===== config.mk =====
export PLATFORM = sky130hd
export DESIGN_NAME = kmod_loop_filter
export DESIGN_NICKNAME = d
export VERILOG_FILES = /design/src/rtl/kfilt_pkg.sv /design/src/rtl/kfilt_range.sv /design/src/rtl/kfilt_step.sv /design/src/rtl/kfilt_core.sv /design/src/rtl/kmod_loop_filter.sv
export SDC_FILE = /design/constraint.sdc
export NUM_CORES = 1
export LEC_CHECK = 0
export ABC_AREA = 0
export ABC_CLOCK_PERIOD_IN_PS = 5400
export CORE_ASPECT_RATIO = 1.5
export CORE_MARGIN = 1.5
export CORE_UTILIZATION = 25
export DETAILED_ROUTE_END_ITERATION = 8
export SETUP_SLACK_MARGIN = 0.5
export SYNTH_ARGS = -nofsm -noshare
export SYNTH_HDL_FRONTEND = slang
export SYNTH_SLANG_ARGS = --single-unit

===== constraint.sdc =====
create_clock -name clk -period 5.4 [get_ports clk]
set_input_delay 1.35 -clock clk [delete_from_list [all_inputs] [get_ports clk]]
set_output_delay 1.35 -clock clk [all_outputs]
set_load 0.01 [all_outputs]

===== src/rtl/kfilt_pkg.sv =====
package kfilt_pkg;
  typedef enum logic [2:0] {
    ACT_RELOAD = 3'd0,
    ACT_INC    = 3'd1,
    ACT_DEC    = 3'd2,
    ACT_CARRY  = 3'd3,
    ACT_BORROW = 3'd4
  } kfilt_act_e;
endpackage


===== src/rtl/kfilt_range.sv =====
module kfilt_range #(
  parameter int CNT_W   = 17,
  parameter int CODE_W  = 4,
  parameter int MIN_EXP = 3
) (
  input  logic [CODE_W-1:0] mod_code,
  output logic [CNT_W-1:0]  top,
  output logic [CNT_W-1:0]  mid
);
  localparam int SUM_MAX = (1 << CODE_W) - 1 + MIN_EXP;
  localparam int EXP_W   = $clog2(SUM_MAX + 1) + 1;

  logic [EXP_W-1:0] raw_exp;
  logic [EXP_W-1:0] exp_q;

  always_comb begin
    raw_exp = EXP_W'(mod_code) + EXP_W'(MIN_EXP);
    exp_q   = (raw_exp > EXP_W'(CNT_W)) ? EXP_W'(CNT_W) : raw_exp;
  end

  // One candidate per legal exponent; the matching one drives the outputs.
  logic [CNT_W-1:0] top_opt [MIN_EXP:CNT_W];
  logic [CNT_W-1:0] mid_opt [MIN_EXP:CNT_W];
  logic [CNT_W:MIN_EXP] hit;

  for (genvar k = MIN_EXP; k <= CNT_W; k++) begin : g_exp
    assign top_opt[k] = CNT_W'((64'd1 << k) - 64'd1);
    assign mid_opt[k] = CNT_W'(64'd1 << (k - 1));
    assign hit[k]     = (exp_q == EXP_W'(k));
  end

  always_comb begin
    top = '0;
    mid = '0;
    for (int k = MIN_EXP; k <= CNT_W; k++) begin
      if (hit[k]) begin
        top = top | top_opt[k];
        mid = mid | mid_opt[k];
      end
    end
  end
endmodule


===== src/rtl/kfilt_step.sv =====
module kfilt_step
  import kfilt_pkg::*;
#(
  parameter int CNT_W = 17
) (
  input  logic             rst,
  input  logic             code_chg,
  input  logic             phase_err,
  input  logic [CNT_W-1:0] count,
  input  logic [CNT_W-1:0] top,
  input  logic [CNT_W-1:0] mid,
  output kfilt_act_e       act,
  output logic [CNT_W-1:0] count_nx,
  output logic             up_nx,
  output logic             dn_nx
);
  always_comb begin
    if (rst || code_chg)          act = ACT_RELOAD;
    else if (!phase_err)          act = (count == top) ? ACT_CARRY : ACT_INC;
    else                          act = (count == '0) ? ACT_BORROW : ACT_DEC;
  end

  always_comb begin
    count_nx = mid;
    up_nx    = 1'b0;
    dn_nx    = 1'b0;
    unique case (act)
      ACT_INC:    count_nx = count + CNT_W'(1);
      ACT_DEC:    count_nx = count - CNT_W'(1);
      ACT_CARRY:  up_nx    = 1'b1;
      ACT_BORROW: dn_nx    = 1'b1;
      default:    count_nx = mid;
    endcase
  end
endmodule


===== src/rtl/kfilt_core.sv =====
module kfilt_core
  import kfilt_pkg::*;
#(
  parameter int CNT_W  = 17,
  parameter int CODE_W = 4
) (
  input  logic              clk,
  input  logic              rst,
  input  logic              phase_err,
  input  logic [CODE_W-1:0] mod_code,
  input  logic [CNT_W-1:0]  top,
  input  logic [CNT_W-1:0]  mid,
  output logic [CNT_W-1:0]  count,
  output logic              up_pulse,
  output logic              dn_pulse
);
  logic [CODE_W-1:0] code_q;
  logic              code_chg;
  kfilt_act_e        act;
  logic [CNT_W-1:0]  count_nx;
  logic              up_nx;
  logic              dn_nx;

  assign code_chg = (mod_code != code_q);

  kfilt_step #(.CNT_W(CNT_W)) u_step (
    .rst       (rst),
    .code_chg  (code_chg),
    .phase_err (phase_err),
    .count     (count),
    .top       (top),
    .mid       (mid),
    .act       (act),
    .count_nx  (count_nx),
    .up_nx     (up_nx),
    .dn_nx     (dn_nx)
  );

  always_ff @(posedge clk) begin
    code_q   <= mod_code;
    count    <= count_nx;
    up_pulse <= up_nx;
    dn_pulse <= dn_nx;
  end

  logic unused_act;
  assign unused_act = ^act;
endmodule


===== src/rtl/kmod_loop_filter.sv =====
module kmod_loop_filter #(
  parameter int CNT_W   = 17,
  parameter int CODE_W  = 4,
  parameter int MIN_EXP = 3
) (
  input  logic              clk,
  input  logic              rst,
  input  logic              phase_err,
  input  logic [CODE_W-1:0] mod_code,
  output logic              up_pulse,
  output logic              dn_pulse,
  output logic [CNT_W-1:0]  count
);
  logic [CNT_W-1:0] top;
  logic [CNT_W-1:0] mid;

  kfilt_range #(.CNT_W(CNT_W), .CODE_W(CODE_W), .MIN_EXP(MIN_EXP)) u_range (
    .mod_code (mod_code),
    .top      (top),
    .mid      (mid)
  );

  kfilt_core #(.CNT_W(CNT_W), .CODE_W(CODE_W)) u_core (
    .clk       (clk),
    .rst       (rst),
    .phase_err (phase_err),
    .mod_code  (mod_code),
    .top       (top),
    .mid       (mid),
    .count     (count),
    .up_pulse  (up_pulse),
    .dn_pulse  (dn_pulse)
  );
endmodule


==> tab_implementation.tex <==
\begin{tabular}{lr}
\hline
Metric & Value \\
\hline
\multicolumn{2}{l}{\textbf{Status}} \\
Outcome & finished clean \\
\multicolumn{2}{l}{\textbf{Cells and area}} \\
Number of diodes added for antenna fixing & 0 \\
Ratio of cells with drive above 1 in the final layout & 17.0\% \\
Area taken by multi-input logic gates & 1740 sq um \\
Final std cells w/o fill & around 400 \\
Final core utilization & 34.0\% \\
Most used cells in the layout excluding fill and tap cells & 24 x sky130\_fd\_sc\_hd\_\_clkdlybuf4s50\_1, 23 x sky130\_fd\_sc\_hd\_\_dfxtp\_1, 20 x sky130\_fd\_sc\_hd\_\_nand2\_1 \\
Area of all sequential standard cells & 460 sq um \\
Synth-to-Final Area Change & 32.2\% \\
Final net count & 323 \\
Filler Cell Count & 866 \\
Most common cell after layout, fill and taps aside & sky130\_fd\_sc\_hd\_\_clkdlybuf4s50\_1 \\
\multicolumn{2}{l}{\textbf{Power and ir drop}} \\
Switch share & 30.0\% \\
Pwr Density & about 180 nW/um\^{}2 \\
Sequential fraction of design power & approximately 38\% \\
Switch Pwr & between 0.0001 and 0.00015 W \\
Sum of internal, switching and leakage power & about 0.0005 W \\
Max IR drop VDD & 104 uV \\
Relative contribution of the clock network to total power & about a third \\
Lkg Pwr & approximately 1.2 nW \\
Power share of the combinational group & between 20\% and 30\% \\
Internal portion of total power & about 0.00035 W \\
\multicolumn{2}{l}{\textbf{Worst hold path}} \\
Hold Crit Class & register to register \\
Worst hold path stage count & 1 \\
\multicolumn{2}{l}{\textbf{Timing}} \\
Clk\_skew & $\sim$0.0064 ns \\
Worst hold slack after final layout & roughly 0.52 ns \\
Achievable Freq & 0.212 GHz \\
Setup repair after global routing missed its margin & no \\
Worst Tran Pin Value & between 0.4 and 0.5 ns \\
Number of max-slew violations in the final report & 0 \\
Fin Setup TNS & 0 ns \\
Tcrit/Tclk final & between 80\% and 90\% \\
Tightest slew margin relative to the limit & approximately 70\% \\
Number of endpoints with negative hold slack in the final report & 0 \\
Final setup violation count & 0 \\
Clock period minus worst slack & around 4.7 ns \\
\multicolumn{2}{l}{\textbf{Route}} \\
Number of DRC violations after detailed-routing iteration 0 & just over 60 \\
Number of vias after detailed routing & between 2,000 and 2,500 \\
Vias per std cell & slightly above 5 \\
Iteration count of the initial detailed-routing pass & 4 \\
Average wire per cell in the routed design & about 14 microns \\
Antenna viol nets, final & 0 \\
Routed WL & about 5600 microns \\
DRC & 0 \\
\multicolumn{2}{l}{\textbf{Critical path}} \\
CP bufs+invs & 4 \\
Total number of cells along the worst setup path & 14 \\
Slowest cell on crit path & sky130\_fd\_sc\_hd\_\_clkdlybuf4s50\_1 \\
Reg-to-reg setup timing slack & approximately 1.6 ns \\
Data arrival at the endpoint of the critical path & a little under 5 ns \\
Nature of the critical path startpoint & input port \\
Cells along the critical path & clkdlybuf4s50\_1 > buf\_6 > clkinvlp\_4 > ha\_4 > nand2b\_1 > a21o\_1 > mux2\_1 > a32oi\_1 > or4\_1 > nor3\_2 > o2111ai\_2 > o31ai\_4 > buf\_6 > mux2\_1 \\
Critical Path Max Stage Delay & between 0.5 and 0.6 ns \\
Reg2reg path depth & 16 \\
Launch point of the worst path & mod\_code[0] \\
Crit path max fanout & 9 \\
Setup crit end kind & register \\
Required time of the critical path & around 5.5 ns \\
Capturing instance or port of the critical path & u\_core.count[8]\$\_DFF\_P\_ \\
Endpoint of the lowest-slack register-to-register path & u\_core.count[15]\$\_DFF\_P\_ \\
Kind of cell adding the most delay to the critical path & buffers and inverters \\
Reg-to-reg startpoint & u\_core.count[0]\$\_SDFF\_PP0\_ \\
Category of the most critical setup path & input port to register \\
\multicolumn{2}{l}{\textbf{Synthesis}} \\
Number of warnings reported in the yosys synthesis log & 0 \\
Adder and majority gate portion of the synthesized area & 12.6\% \\
Dominant synthesized flop cell & sky130\_fd\_sc\_hd\_\_dfxtp\_1 \\
Largest family of logic cells by synthesized area & simple AND/OR/NAND/NOR gates \\
Number of cells produced by synthesis & between 200 and 300 \\
Number of different library cells in the post-synthesis netlist & 61 \\
Number of synthesized flops with an enable pin & 0 \\
Proportion of synthesized flip-flops having asynchronous set or reset & 0\% \\
Synth Area in Compound Gates & around 22\% \\
Net count after synthesis & between 200 and 300 \\
Avg Cell Area, Syn & about 8.5 sq um \\
Sequential cell area fraction in the yosys report & $\sim$21\% \\
Post-synthesis simple-gate area fraction & between 20\% and 30\% \\
Total of flip-flops plus latches after synthesis & 23 \\
Netlist Area Pre-Place & between 2000 and 2500 sq um \\
Portion of netlist area occupied by mux cells & under 10\% \\
Post-Synth XOR/XNOR Area & under 10\% \\
\multicolumn{2}{l}{\textbf{Global routing}} \\
Total overflow reported by the global router & 0 \\
Antenna violations before repair & 0 \\
Overall routing resource usage & roughly 12\% \\
Via count of the first global-routing pass & between 1,500 and 2,000 \\
Largest net degree at the start of global routing & 14 \\
First-pass GRT wire length & 8940 microns \\
\multicolumn{2}{l}{\textbf{CTS}} \\
Count of hold-fix buffers inserted at cts & 0 \\
Root buffer cell & sky130\_fd\_sc\_hd\_\_clkbuf\_16 \\
CTS tree & done \\
Clock latency on the worst-skew pair & 0.26 ns \\
Total clock sinks & 23 \\
Clock Pin Slew Worst Setup and Hold Paths & 0.06 ns \\
CTS buffer count & 3 \\
Clk buf depth & 2 \\
Level count of the clock H-tree & 1 \\
\multicolumn{2}{l}{\textbf{Run}} \\
Total of max-cap violations & 0 \\
\multicolumn{2}{l}{\textbf{Floorplan}} \\
Die span in y & $\sim$120 microns \\
Number of primary I/O pins & 26 \\
Effective utilization at floorplan & around a quarter \\
Number of rows in the core area & slightly above 40 \\
Die width & 78.7 microns \\
Total core area & 8360 sq um \\
Die outline area & slightly above 9000 sq um \\
\multicolumn{2}{l}{\textbf{Placed design}} \\
Input/output buffers & 25 \\
Number of cells in the design after placement & 389 \\
HPWL reported at the end of detailed placement & $\sim$4400 microns \\
Routability congestion estimate from global placement & $\sim$0.9 \\
\hline
\end{tabular}
[through the flow]
| stage | setup slack, ns | area, sq um |
|---|---|---|
| final | 0.691 | 2840 |
| after global routing | 0.500 | 2840 |
| after CTS | 0.499 | 2680 |
| after detailed placement | 0.0792 | 2580 |
| after global placement | 0.0391 | 2580 |
| after floorplan | 0.678 | 2150 |
[sequential cells by signal, summed over array words and instances, names as in the netlist]
register	count
u_core.dn_pulse	1
u_core.code_q	4
u_core.up_pulse	1
u_core.count	17
[power by group through the flow]
stage               clock (W)  combinational (W)  sequential [W]
finish               0.000164           0.000147        0.000187
global route         0.000176           0.000160        0.000189
CTS                  0.000167           0.000134        0.000187
detailed placement          0           0.000132        0.000191
global placement            0           0.000131        0.000191
floorplan                   0          0.0000899        0.000191
[cells by family (layout without fill, tap and decap cells)]
kind of cell	count (synthesis)	after routing
AO/OA/AOI/OAI	64	64
XOR/XNOR	20	20
adder cells (fa/ha/maj)	21	21
buffers and inverters	10	52
flip-flops	23	23
multiplexers	19	19
AND/OR/NAND/NOR	95	95
[per-layer routing]
layer | share of wire [%] | vias to the layer above | track usage (%) | wire [microns]
met5 | 0 | - | 0 | 0
met4 | 3.3 | 0 | 5.48 | 182
met3 | 1.8 | 15 | 1.41 | 102
met1 | 42 | 964 | 13.7 | 2370
li1 | - | 1036 | - | -
met2 | 52 | 34 | 23.2 | 2920
[how the worst min path moves through the flow]
stage / slack (ns) / startpoint / endpoint
6_report: 0.52 / u_core.count[0]$_SDFF_PP0_ / u_core.count[0]$_SDFF_PP0_
5_1_grt: 0.56 / u_core.count[0]$_SDFF_PP0_ / u_core.count[0]$_SDFF_PP0_
4_1_cts: 0.53 / u_core.count[0]$_SDFF_PP0_ / u_core.count[0]$_SDFF_PP0_
3_5_place_dp: 0.52 / u_core.count[0]$_SDFF_PP0_ / u_core.count[0]$_SDFF_PP0_
3_3_place_gp: 0.51 / u_core.count[0]$_SDFF_PP0_ / u_core.count[0]$_SDFF_PP0_
2_1_floorplan: 0.51 / u_core.count[0]$_SDFF_PP0_ / u_core.count[0]$_SDFF_PP0_
[worst register-to-register path: cells and delay by family (launching register included)]
kind                       cells  cell delay [ns]
buffers and inverters          1             0.16
AOI/OAI and AO/OA              6             1.34
DFF                            1             0.37
muxes                          1             0.09
adders and majority gates      1             0.28
and+or+nand+nor                7             1.42
[layout make-up]
cell class	count	area share [%]
Timing Repair Buffer	44	14.3
Tap cell	107	4.71
Clock buffer	4	2.77
Multi-Input combinational cell	219	61.4
Sequential cell	23	16.2
Inverter	4	0.660
[cell usage after synthesis (2+ instances only)]
| library cell | n | area share (%) |
|---|---|---|
| sky130_fd_sc_hd__a21o_1 | 6 | 2.1 |
| sky130_fd_sc_hd__a21oi_1 | 15 | 3.5 |
| sky130_fd_sc_hd__a31oi_1 | 3 | 0.87 |
| sky130_fd_sc_hd__a32oi_1 | 2 | 0.82 |
| sky130_fd_sc_hd__and2_1 | 4 | 1.2 |
| sky130_fd_sc_hd__and3_1 | 4 | 1.2 |
| sky130_fd_sc_hd__buf_2 | 3 | 0.70 |
| sky130_fd_sc_hd__clkbuf_1 | 2 | 0.35 |
| sky130_fd_sc_hd__dfxtp_1 | 23 | 21 |
| sky130_fd_sc_hd__ha_1 | 20 | 12 |
| sky130_fd_sc_hd__inv_1 | 4 | 0.70 |
| sky130_fd_sc_hd__mux2_1 | 4 | 2.1 |
| sky130_fd_sc_hd__mux2i_1 | 15 | 7.0 |
| sky130_fd_sc_hd__nand2_1 | 20 | 3.5 |
| sky130_fd_sc_hd__nand2b_1 | 7 | 2.0 |
| sky130_fd_sc_hd__nand3_1 | 2 | 0.47 |
| sky130_fd_sc_hd__nand3b_1 | 4 | 1.4 |
| sky130_fd_sc_hd__nand4_1 | 2 | 0.58 |
| sky130_fd_sc_hd__nand4b_1 | 3 | 1.2 |
| sky130_fd_sc_hd__nor2_1 | 20 | 3.5 |
| sky130_fd_sc_hd__nor2b_1 | 4 | 1.2 |
| sky130_fd_sc_hd__nor3_1 | 10 | 2.3 |
| sky130_fd_sc_hd__nor3b_1 | 2 | 0.70 |
| sky130_fd_sc_hd__nor4_1 | 3 | 0.87 |
| sky130_fd_sc_hd__nor4b_1 | 2 | 0.82 |
| sky130_fd_sc_hd__o211a_1 | 2 | 0.93 |
| sky130_fd_sc_hd__o211ai_1 | 2 | 0.70 |
| sky130_fd_sc_hd__o21a_1 | 2 | 0.70 |
| sky130_fd_sc_hd__o21ai_0 | 8 | 1.9 |
| sky130_fd_sc_hd__o21ai_1 | 3 | 0.70 |
| sky130_fd_sc_hd__o31ai_1 | 3 | 1.0 |
| sky130_fd_sc_hd__xnor2_1 | 11 | 4.5 |
| sky130_fd_sc_hd__xor2_1 | 9 | 3.7 |
[repair_timing]
action	in CTS	in global routing
hold endpoints to repair	0	0
endpoints found under the setup margin	11	17
buffers inserted	1	7
pin swaps	1	7
gates resized for setup	3	22
(Power assumes the default switching activity.)
